[config.mk]
export PLATFORM = sky130hd
export DESIGN_NAME = bias_seq
export DESIGN_NICKNAME = d
export VERILOG_FILES = /design/src/rtl/bias_seq_pkg.sv /design/src/rtl/bias_seq_dp.sv /design/src/rtl/bias_seq_ctrl.sv /design/src/rtl/bias_seq.sv
export SDC_FILE = /design/constraint.sdc
export NUM_CORES = 1
export LEC_CHECK = 0
export BUFFER_PORTS_ARGS = -buffer_cell sky130_fd_sc_hd__buf_2
export CORE_ASPECT_RATIO = 1.5
export CORE_MARGIN = 3
export CORE_UTILIZATION = 42
export CTS_BUF_LIST = sky130_fd_sc_hd__clkbuf_2
export DETAILED_ROUTE_END_ITERATION = 12
export GPL_TIMING_DRIVEN = 0
export HOLD_SLACK_MARGIN = 0.12
export MAX_ROUTING_LAYER = met4
export PLACE_DENSITY_LB_ADDON = 0.3
export SLEW_MARGIN = 20
export SYNTH_ARGS = -nofsm -noshare
export SYNTH_HDL_FRONTEND = slang
export SYNTH_SLANG_ARGS = --single-unit
[constraint.sdc]
create_clock -name clk -period 4.8 [get_ports clk]
set_clock_uncertainty 0.2 [all_clocks]
set_input_delay 0.72 -clock clk [delete_from_list [all_inputs] [get_ports clk]]
set_output_delay 0.72 -clock clk [all_outputs]
set_load 0.1 [all_outputs]
[src/rtl/bias_seq_pkg.sv]
package bias_seq_pkg;
  localparam int N_STAGE = 4;
  localparam int STG_W = 2;

  typedef enum logic [2:0] {
    ST_OFF,
    ST_UP_DLY,
    ST_UP_WAIT,
    ST_ON,
    ST_DN_DROP,
    ST_DN_DLY
  } seqState_t;

  // strobes from control to datapath
  typedef struct packed {
    logic             cntLoad;    // reload the shared tick counter
    logic             useTimeout; // load timeout instead of delay
    logic [STG_W-1:0] stage;      // stage whose config is loaded
    logic [1:0]       stretch;    // left shift applied to the delay (retries)
  } seqStrobe_t;
endpackage

[src/rtl/bias_seq_dp.sv]
module bias_seq_dp import bias_seq_pkg::*; #(
  parameter int TICK_DIV = 125,
  parameter int TIME_W   = 18,
  parameter int DEB_W    = 8
) (
  input  logic                            clk,
  input  logic                            rstN,
  input  seqStrobe_t                      stb,
  input  logic [N_STAGE-1:0][TIME_W-1:0]  cfgDelay,
  input  logic [N_STAGE-1:0][TIME_W-1:0]  cfgTimeout,
  input  logic [N_STAGE-1:0][DEB_W-1:0]   cfgDebounce,
  input  logic [N_STAGE-1:0]              pgRaw,
  output logic                            cntZero,
  output logic [N_STAGE-1:0]              pgDeb
);
  localparam int DIV_W = (TICK_DIV > 1) ? $clog2(TICK_DIV) : 1;
  localparam int CNT_W = TIME_W + 2;

  // microsecond tick
  logic [DIV_W-1:0] divCnt;
  logic             tick;
  assign tick = (divCnt == DIV_W'(TICK_DIV - 1));

  always_ff @(posedge clk) begin
    if (!rstN)     divCnt <= '0;
    else if (tick) divCnt <= '0;
    else           divCnt <= divCnt + DIV_W'(1);
  end

  // shared delay / timeout counter
  logic [CNT_W-1:0] cnt;
  logic [CNT_W-1:0] loadVal;

  always_comb begin
    if (stb.useTimeout) loadVal = {2'b00, cfgTimeout[stb.stage]};
    else                loadVal = {2'b00, cfgDelay[stb.stage]} << stb.stretch;
  end

  always_ff @(posedge clk) begin
    if (!rstN)                    cnt <= '0;
    else if (stb.cntLoad)         cnt <= loadVal;
    else if (tick && cnt != '0)   cnt <= cnt - CNT_W'(1);
  end

  assign cntZero = (cnt == '0);

  // synchroniser
  logic [N_STAGE-1:0] syncA, syncB;
  always_ff @(posedge clk) begin
    if (!rstN) begin
      syncA <= '0;
      syncB <= '0;
    end else begin
      syncA <= pgRaw;
      syncB <= syncA;
    end
  end

  // per-stage debouncers
  for (genvar s = 0; s < N_STAGE; s++) begin : g_deb
    logic             deb;
    logic [DEB_W-1:0] run;
    always_ff @(posedge clk) begin
      if (!rstN) begin
        deb <= 1'b0;
        run <= '0;
      end else if (tick) begin
        if (syncB[s] == deb) begin
          run <= '0;
        end else if (run == cfgDebounce[s]) begin
          deb <= syncB[s];
          run <= '0;
        end else begin
          run <= run + DEB_W'(1);
        end
      end
    end
    assign pgDeb[s] = deb;
  end

  // debounced level moves only on a tick
  p_deb_tick_r3: assert property (@(posedge clk) disable iff (!rstN)
    !tick |=> $stable(pgDeb))
    else $error("debounced power-good changed off tick");

  // counter never moves without a tick or a load
  p_cnt_hold_r2: assert property (@(posedge clk) disable iff (!rstN)
    (!tick && !stb.cntLoad) |=> $stable(cnt))
    else $error("counter moved without tick");
endmodule

[src/rtl/bias_seq_ctrl.sv]
module bias_seq_ctrl import bias_seq_pkg::*; #(
  parameter int AVDD_RETRIES = 2, // at most 3 (2-bit stretch)
  parameter int THR_W        = 2
) (
  input  logic                           clk,
  input  logic                           rstN,
  input  logic                           upReq,
  input  logic                           downReq,
  input  logic                           faultClr,
  input  logic                           cntZero,
  input  logic [N_STAGE-1:0]             pgDeb,
  input  logic [N_STAGE-1:0][THR_W-1:0]  cfgThr,
  output seqStrobe_t                     stb,
  output logic [N_STAGE-1:0]             railEn,
  output logic [N_STAGE-1:0][THR_W-1:0]  pgThrSel,
  output logic                           railsUp,
  output logic [N_STAGE-1:0]             pgTimeoutFlag,
  output logic                           faultLatched,
  output logic [STG_W-1:0]               faultStage,
  output logic                           softDischarge,
  output logic                           clampEngage
);
  localparam logic [STG_W-1:0] LAST = STG_W'(N_STAGE - 1);

  seqState_t          state, stateN;
  logic [STG_W-1:0]   stage, stageN;
  logic [1:0]         attempt, attemptN;
  logic [N_STAGE-1:0] railEnN, flagN;
  logic               latchN, softN, clampN;
  logic [STG_W-1:0]   fStageN;

  always_comb begin
    stateN   = state;
    stageN   = stage;
    attemptN = attempt;
    railEnN  = railEn;
    flagN    = pgTimeoutFlag;
    latchN   = faultLatched;
    fStageN  = faultStage;
    softN    = softDischarge;
    clampN   = clampEngage;
    stb       = '0;
    stb.stage = stage;

    if (faultClr) begin
      latchN  = 1'b0;
      flagN   = '0;
      fStageN = '0;
      softN   = 1'b0;
      clampN  = 1'b0;
    end

    case (state)
      ST_OFF: begin
        if (upReq && !faultLatched) begin
          stageN      = '0;
          attemptN    = '0;
          stb.cntLoad = 1'b1;
          stb.stage   = '0;
          stateN      = ST_UP_DLY;
        end
      end
      ST_UP_DLY: begin
        if (cntZero) begin
          railEnN[stage] = 1'b1;
          stb.cntLoad    = 1'b1;
          stb.useTimeout = 1'b1;
          stateN         = ST_UP_WAIT;
        end
      end
      ST_UP_WAIT: begin
        if (pgDeb[stage]) begin
          if (stage == LAST) begin
            stateN = ST_ON;
          end else begin
            stageN      = stage + STG_W'(1);
            stb.cntLoad = 1'b1;
            stb.stage   = stage + STG_W'(1);
            stateN      = ST_UP_DLY;
          end
        end else if (cntZero) begin
          flagN[stage] = 1'b1;
          if (stage == '0 && attempt < 2'(AVDD_RETRIES)) begin
            railEnN[0]  = 1'b0;
            attemptN    = attempt + 2'd1;
            stb.cntLoad = 1'b1;
            stb.stretch = attempt + 2'd1;
            stateN      = ST_UP_DLY;
          end else begin
            latchN  = 1'b1;
            fStageN = stage;
            if (stage == '0) softN  = 1'b1;
            else             clampN = 1'b1;
            stateN  = ST_DN_DROP;
          end
        end
      end
      ST_ON: begin
        if (downReq) begin
          stageN = LAST;
          stateN = ST_DN_DROP;
        end
      end
      ST_DN_DROP: begin
        railEnN[stage] = 1'b0;
        stb.cntLoad    = 1'b1;
        stateN         = ST_DN_DLY;
      end
      ST_DN_DLY: begin
        if (cntZero) begin
          if (stage == '0) begin
            stateN = ST_OFF;
          end else begin
            stageN = stage - STG_W'(1);
            stateN = ST_DN_DROP;
          end
        end
      end
      default: stateN = ST_OFF;
    endcase
  end

  always_ff @(posedge clk) begin
    if (!rstN) begin
      state         <= ST_OFF;
      stage         <= '0;
      attempt       <= '0;
      railEn        <= '0;
      pgTimeoutFlag <= '0;
      faultLatched  <= 1'b0;
      faultStage    <= '0;
      softDischarge <= 1'b0;
      clampEngage   <= 1'b0;
    end else begin
      state         <= stateN;
      stage         <= stageN;
      attempt       <= attemptN;
      railEn        <= railEnN;
      pgTimeoutFlag <= flagN;
      faultLatched  <= latchN;
      faultStage    <= fStageN;
      softDischarge <= softN;
      clampEngage   <= clampN;
    end
  end

  assign railsUp = (state == ST_ON);

  for (genvar s = 0; s < N_STAGE; s++) begin : g_thr
    assign pgThrSel[s] = railEn[s] ? cfgThr[s] : '0;
  end

  // enables always form a low-filled thermometer code
  p_thermo_r1: assert property (@(posedge clk) disable iff (!rstN)
    $onehot({1'b0, railEn} + 5'd1))
    else $error("rail enables out of order");

  // a stage rises only on top of the one below it
  for (genvar s = 1; s < N_STAGE; s++) begin : g_ord
    p_order_r2: assert property (@(posedge clk) disable iff (!rstN)
      $rose(railEn[s]) |-> (railEn[s-1] && !railsUp))
      else $error("stage enabled before its predecessor");
  end

  // retry counter bounded
  p_retry_limit_r5: assert property (@(posedge clk) disable iff (!rstN)
    attempt <= 2'(AVDD_RETRIES))
    else $error("too many analog-rail retries");

  // discharge and clamp never together
  p_excl_r9: assert property (@(posedge clk) disable iff (!rstN)
    !(softDischarge && clampEngage))
    else $error("discharge and clamp both active");

  // latched fault with rails off keeps them off
  p_fault_hold_r8: assert property (@(posedge clk) disable iff (!rstN)
    (faultLatched && railEn == '0 && !faultClr) |=> railEn == '0)
    else $error("rail enabled while fault latched");
endmodule

[src/rtl/bias_seq.sv]
module bias_seq import bias_seq_pkg::*; #(
  parameter int TICK_DIV     = 125,
  parameter int TIME_W       = 18,
  parameter int DEB_W        = 8,
  parameter int THR_W        = 2,
  parameter int AVDD_RETRIES = 2
) (
  input  logic                     clk,
  input  logic                     rstN,
  input  logic                     upReq,
  input  logic                     downReq,
  input  logic                     faultClr,
  input  logic [3:0][TIME_W-1:0]   cfgDelay,
  input  logic [3:0][TIME_W-1:0]   cfgTimeout,
  input  logic [3:0][DEB_W-1:0]    cfgDebounce,
  input  logic [3:0][THR_W-1:0]    cfgThr,
  input  logic [3:0]               pgRaw,
  output logic [3:0]               railEn,
  output logic [3:0][THR_W-1:0]    pgThrSel,
  output logic                     railsUp,
  output logic [3:0]               pgTimeoutFlag,
  output logic                     faultLatched,
  output logic [1:0]               faultStage,
  output logic                     softDischarge,
  output logic                     clampEngage
);
  seqStrobe_t         stb;
  logic               cntZero;
  logic [N_STAGE-1:0] pgDeb;

  bias_seq_dp #(
    .TICK_DIV (TICK_DIV),
    .TIME_W   (TIME_W),
    .DEB_W    (DEB_W)
  ) u_dp (
    .clk         (clk),
    .rstN        (rstN),
    .stb         (stb),
    .cfgDelay    (cfgDelay),
    .cfgTimeout  (cfgTimeout),
    .cfgDebounce (cfgDebounce),
    .pgRaw       (pgRaw),
    .cntZero     (cntZero),
    .pgDeb       (pgDeb)
  );

  bias_seq_ctrl #(
    .AVDD_RETRIES (AVDD_RETRIES),
    .THR_W        (THR_W)
  ) u_ctrl (
    .clk           (clk),
    .rstN          (rstN),
    .upReq         (upReq),
    .downReq       (downReq),
    .faultClr      (faultClr),
    .cntZero       (cntZero),
    .pgDeb         (pgDeb),
    .cfgThr        (cfgThr),
    .stb           (stb),
    .railEn        (railEn),
    .pgThrSel      (pgThrSel),
    .railsUp       (railsUp),
    .pgTimeoutFlag (pgTimeoutFlag),
    .faultLatched  (faultLatched),
    .faultStage    (faultStage),
    .softDischarge (softDischarge),
    .clampEngage   (clampEngage)
  );
endmodule

==> results of run 1 <==
## final cells by class
| class | instances | area, um2 |
|---|---|---|
| buffer | 40 | 247.7 |
| clock inverter | 6 | 77.57 |
| inverter | 13 | 48.80 |
| timing repair buffer | 216 | 1091 |
| multi-input combinational | 597 | 4319 |
| sequential | 91 | 1822 |
| fill | 1420 | 6893 |
| antenna | 1 | 2.502 |
| clock buffer | 10 | 50.05 |
| tap | 196 | 245.2 |
## final timing paths
path                                              startpoint                   endpoint  slack (ns)  cells after the start
worst max-delay path            u_ctrl.state[1]$_SDFFE_PN0P_                    railsUp        1.38                      5
worst min-delay path                                pgRaw[3]   u_dp.syncA[3]$_SDFF_PN0_        0.15                      2
worst max register to register  u_ctrl.stage[1]$_SDFFE_PN0P_  u_dp.cnt[11]$_SDFFE_PN0P_        1.41                     10
worst min register to register      u_dp.syncA[3]$_SDFF_PN0_   u_dp.syncB[3]$_SDFF_PN0_        0.28                      1
## per-layer routing
| metal | routed length, um | vias up | track usage (%) |
|---|---|---|---|
| met4 | 650 | 0 | 9.202 |
| met3 | 1168 | 48 | 2.815 |
| li1 | - | 3168 | - |
| met2 | 10690 | 293 | 44.91 |
| met5 | 0 | - | - |
| met1 | 7444 | 3025 | 25.62 |
## stage by stage
step | area [um2] | cells
2_1_floorplan | 6437 | 741
3_3_place_gp | 7754 | 1151
3_5_place_dp | 7754 | 1151
4_1_cts | 7901 | 1169
5_1_grt | 7904 | 1170
6_report | 7904 | 1170
## state kept, by name, summed over array words and instances (netlist names), 3 cells and up, named ones only
register              count
u_ctrl.pgTimeoutFlag      4
u_ctrl.state              3
u_dp.cnt                 20
u_dp.divCnt               7
u_dp.g_deb.deb            4
u_dp.g_deb.run           32
u_dp.syncA                4
u_dp.syncB                4
## cells in the mapped netlist, types with 14 or more instances
cell and instances:
dfxtp_1 91, mux2i_1 76, nor2_1 68, nand2_1 52
xor2_1 50, a21oi_1 43, xnor2_1 37, nand3_1 32
o21ai_0 27, and2_1 19, clkbuf_1 18, a22oi_1 14
## cells by family (layout without fill, tap and decap cells)
logic type / Yosys count / after routing / share of synthesized area [%]
AO/OA/AOI/OAI: 159 / 159 / 17.22
XOR/XNOR: 87 / 87 / 11.84
adder cells (fa/ha/maj): 12 / 12 / 2.332
buffers and inverters: 53 / 285 / 4.606
flip-flops: 91 / 91 / 28.30
multiplexers: 86 / 86 / 15.20
other: 0 / 1 / 0
AND/OR/NAND/NOR: 253 / 253 / 20.51
## where the power goes
part           switching (W)  internal (W)  leakage [nW]
logic               0.000180      0.000159          2.80
clock network       0.000293      0.000134        0.0770
registers          0.0000229      0.000783         0.740
==> results.yml, run 1 <==
worst_setup_path:
  cp_max_fo: 10
  crit_chain: "buf_2, clkbuf_1, nor2b_1, and2_1, buf_2"
  slowest_delay_ns: 0.42
  crit_slowest_cell: "buf_2"
  cpMostUsedCell: "buf_2"
  crit_family: "buffers and inverters"
  worst_ep_required_time_ns: 3.88
  startpoint_type: "register"
  cp_num_buf_inv: 3
  crit_arrival_ns: 2.50
  path_class: "register to output pin"
  end_kind: "output pin"
clock_tree:
  cts_buffer_depth: 2
  cts_buffers: 9
  post-cts-setup-buffers: 0
  cts_resized: 0
  cts_tree: "done"
  htreeDepth: 3
  root_buffer: "clkbuf_2"
  postCtsHoldBufs: 2
  clock_latency_ns: 0.58
  clock-sinks: 91
  clkSlewWorstSetupHoldPaths_ns: 0.29
sta:
  tightest_slew_ns: 1.041
  fmax_mhz: 292.1
  post-route-period-util_pct: 71.32
  slew_violations: 0
  holdWs_ns: 0.1466
  setup_violations: 0
  maxSlewHeadroom_pct: 30.06
  rsz0062_at_grt: "no"
  hold_violations: 0
  tns_ns: 0
  timing.final.crit_period_ns: 3.423
  layout_setup_ws_ns: 1.377
layout:
  drive_gt1_share_pct: 29.91
  area_growth_pct: 22.78
  final_common_cell: "buf_2"
  layout_common_cells: "222 x buf_2, 91 x dfxtp_1, 76 x mux2i_1"
  finish.utilization_pct: 53.42
  fin_nets: 1173
placement:
  port_buffers: 214
  dp_worst_setup_slack_ns: 1.420
  hpwl_mm: 16.06
  globalplace.congestion: 0.9309
synth:
  synth_ff_type: "dfxtp_1"
  syn_nets: 946
  avgSynthCellArea_um2: 8.687
  syn_area_mm2: 0.006437
  ys_types: 71
  async_flop_share_pct: 0
  synth_cells: 741
  yosysTopAreaCell: "dfxtp_1"
  synth_top_area_share_pct: 28.30
  synth-edff-count: 0
  synth_seq_area_share_pct: 28.30
  yosysWarningCount: 0
  synth_seq_cells: 91
  ys_top_cells_by_area: "dfxtp_1 28%, mux2i_1 12%, xor2_1 6.8%"
pwr:
  power_density_mw_per_mm2: 198.8
  power_w: 0.001571
  p_leak_nw: 3.614
  ir_drop_mv: 0.1163
worst_hold_path:
  hold_class: "input port to register"
floorplan:
  pin_count: 215
  initial_core_util_pct: 43.51
  core_mm2: 0.01480
  num_rows: 54
  dieHeight_um: 157.6
  dieArea_mm2: 0.01688
  die_w_um: 107.1
global_routing:
  grt_pass1_vias: 6473
  grt_overflow: 0
  antenna_found_initial: 1
  grtUsageTotal_pct: 24.02
  grt_max_degree: 18
  grt_pass1_wl_mm: 31.44
route:
  routed_wirelength_mm: 19.95
  via_per_inst: 5.585
  wire_per_inst_um: 17.05
  drc: 0
  first_pass_iters: 6
  ant_nets: 0
  vias: 6534
  drtIter0Drc: 439
flow_run:
  maxCapViolCount: 0
status:
  status: "finished, final reports clean"
No activity file was read; power rests on OpenSTA's default activity.
==> run 2: changes to the inputs <==
clock period = 3.3 ns   (was 4.8 ns; I/O delays follow)
==> run 2 against run 1 <==
Net effect:
- power is 46% higher
- cell count is 0.60% higher
- flip-flop and latch count stayed put
- setup slack worse by 1.2 ns
- non-clock buffer count is 7 higher
- routed wire length is 0.71% higher
- via count is 0.89% higher
- sequential share of layout area is 0.24 points lower
- highest routed layer unchanged
==> results.yml, run 2 (synthesized netlist as in run 1, its figures left out) <==
status:
  status: "finished, final reports clean"
worst_hold_path:
  hold_class: "input port to register"
  whs_path_depth: 5
  hold_end: "u_dp.cnt[3]$_SDFFE_PN0P_"
  hold_path.startpoint: "cfgTimeout[21]"
layout:
  fin_nets: 1180
  ff_latch_area_mm2: 0.001823
  layout_common_cells: "221 x buf_2, 90 x dfxtp_1, 75 x mux2i_1"
  regMostFlops: "u_dp.g_deb.run"
  final_common_cell: "buf_2"
  reg_top3: "u_dp.g_deb.run (32), u_dp.cnt (20), u_dp.divCnt (7)"
  drive_gt1_share_pct: 30.41
  largest_reg_flops: 32
  multi_input_area_mm2: 0.004337
  area_growth_pct: 24.18
  fill_cells: 1415
global_routing:
  grt_pass1_wl_mm: 31.63
  grt_overflow: 0
  grtUsageTotal_pct: 24.15
  grt_pass1_vias: 6503
  grt_max_degree: 18
  antenna_found_initial: 1
floorplan:
  initial_core_util_pct: 43.51
  num_rows: 54
  pin_count: 215
  die_w_um: 107.1
  core_mm2: 0.01480
  dieArea_mm2: 0.01688
  dieHeight_um: 157.6
worst_setup_path:
  crit_arrival_ns: 3.45
  timing.rr.start: "u_ctrl.stage[1]$_SDFFE_PN0P_"
  r2r_slack_ns: 0.13
  timing.rr.end: "u_dp.cnt[11]$_SDFFE_PN0P_"
  rr_worst_depth: 10
  end_kind: "register"
  path_class: "register to register"
  cp_max_fo: 10
  worst_ep_required_time_ns: 3.57
  startpoint_type: "register"
route:
  routed_wirelength_mm: 20.09
  vias: 6592
  drtIter0Drc: 408
  ant_nets: 0
  first_pass_iters: 5
  wire_per_inst_um: 17.07
  drc: 0
  via_per_inst: 5.601
sta:
  rsz0062_at_grt: "no"
  tightest_slew_ns: 0.8330
  setup_violations: 0
  hold_violations: 0
  slew_violations: 0
  tns_ns: 0
  timing.final.crit_period_ns: 3.172
  post-route-period-util_pct: 96.12
  fmax_mhz: 315.2
  maxSlewHeadroom_pct: 44.04
flow_run:
  maxCapViolCount: 0
placement:
  hpwl_mm: 16.06
  globalplace.congestion: 0.9309
  port_buffers: 214
pwr:
  pwr-share-comb_pct: 21.7
  p_switching_w: 0.0007249
  power_frac_seq_pct: 51.1
  p_int_w: 0.001569
  p_leak_nw: 3.641
  ir_drop_mv: 0.1679
  netSwitchingFraction_pct: 31.60
  pwr-share-clk_pct: 27.2
  power_density_mw_per_mm2: 286.9
  power_w: 0.002294
clock_tree:
  cts_buffer_depth: 2
  root_buffer: "clkbuf_2"
  clock-sinks: 91
  cts_tree: "done"
  clkSlewWorstSetupHoldPaths_ns: 0.29
  clock_latency_ns: 0.58
  cts_buffers: 9
  htreeDepth: 3
[run 2: cell count changes in the layout (fill, tap and decap cells not counted), sizes merged]
cell	before	now
buf	235	236
dlygate4sd3	2	7
clkbuf	29	30
[run 2: worst max path at each step]
stage,startpoint,end,slack (ns)
after global placement,u_ctrl.stage[1]$_SDFFE_PN0P_,u_dp.cnt[11]$_SDFFE_PN0P_,-0.08
after detailed placement,u_ctrl.stage[1]$_SDFFE_PN0P_,u_dp.cnt[15]$_SDFFE_PN0P_,-0.02
final,u_ctrl.stage[1]$_SDFFE_PN0P_,u_dp.cnt[11]$_SDFFE_PN0P_,0.13
after CTS,u_ctrl.stage[1]$_SDFFE_PN0P_,u_dp.cnt[11]$_SDFFE_PN0P_,0.05
after floorplan,u_ctrl.faultLatched$_SDFF_PN0_,u_dp.cnt[11]$_SDFFE_PN0P_,0.28
after global routing,u_ctrl.stage[0]$_SDFFE_PN0P_,u_dp.cnt[11]$_SDFFE_PN0P_,0.004
[run 2: layout make-up]
type                    count  area share [%]
diodes                      1         0.03130
repair buffers            223           14.49
well taps                 196           3.068
plain buffers              40           3.146
multi-input cells         597           54.25
clock inverters             6          0.9704
flip-flops and latches     91           22.80
inverters                  13          0.6104
clock buffers              10          0.6261
[run 2: power groups by stage]
| stage | combinational, W | clock, W | sequential [W] |
|---|---|---|---|
| 2_1_floorplan | 0.000287 | 0 | 0.00119 |
| 3_3_place_gp | 0.000481 | 0 | 0.00119 |
| 3_5_place_dp | 0.000484 | 0 | 0.00119 |
| 4_1_cts | 0.000493 | 0.000638 | 0.00117 |
| 5_1_grt | 0.000547 | 0.000685 | 0.00118 |
| 6_report | 0.000498 | 0.000623 | 0.00117 |
[run 2: through the flow]
step / cells / instance area (um2) / hold WS [ns] / setup slack [ns] / util [%]
2_1_floorplan: 741 / 6437 / 0.2119 / 0.2752 / -
3_3_place_gp: 1151 / 7754 / 0.2130 / -0.08402 / 52.40
3_5_place_dp: 1151 / 7754 / 0.2241 / -0.02035 / 52.40
4_1_cts: 1176 / 7966 / 0.1205 / 0.05208 / 53.84
5_1_grt: 1177 / 7994 / 0.1288 / 0.004027 / 54.03
6_report: 1177 / 7994 / 0.1552 / 0.1279 / 54.03
[run 2: routing by layer]
metal / global-route usage (%) / vias up / share of wire, %
met3: 2.897 / 46 / 5.5
met5: - / - / 0
met4: 9.080 / 0 / 3.1
met2: 45.18 / 289 / 54
li1: - / 3184 / -
met1: 25.77 / 3073 / 38
[run 2: worst max-delay path, cell delays in order (launching register included)]
cell,delay [ns]
dfxtp_2,0.44
buf_6,0.17
inv_1,0.09
ha_1,0.22
or4b_1,0.49
mux2i_2,0.21
a21o_2,0.16
buf_6,0.18
mux4_2,0.37
a222oi_1,0.42
a221oi_2,0.12
[run 2: timing repair]
action / CTS / global route
hold endpoints to repair: 6 / 0
endpoints found under the setup margin: 6 / 10
resized for setup: 0 / 7
hold buffers: 7 / 0
buffers inserted: 2 / 0
pin swaps: 1 / 1
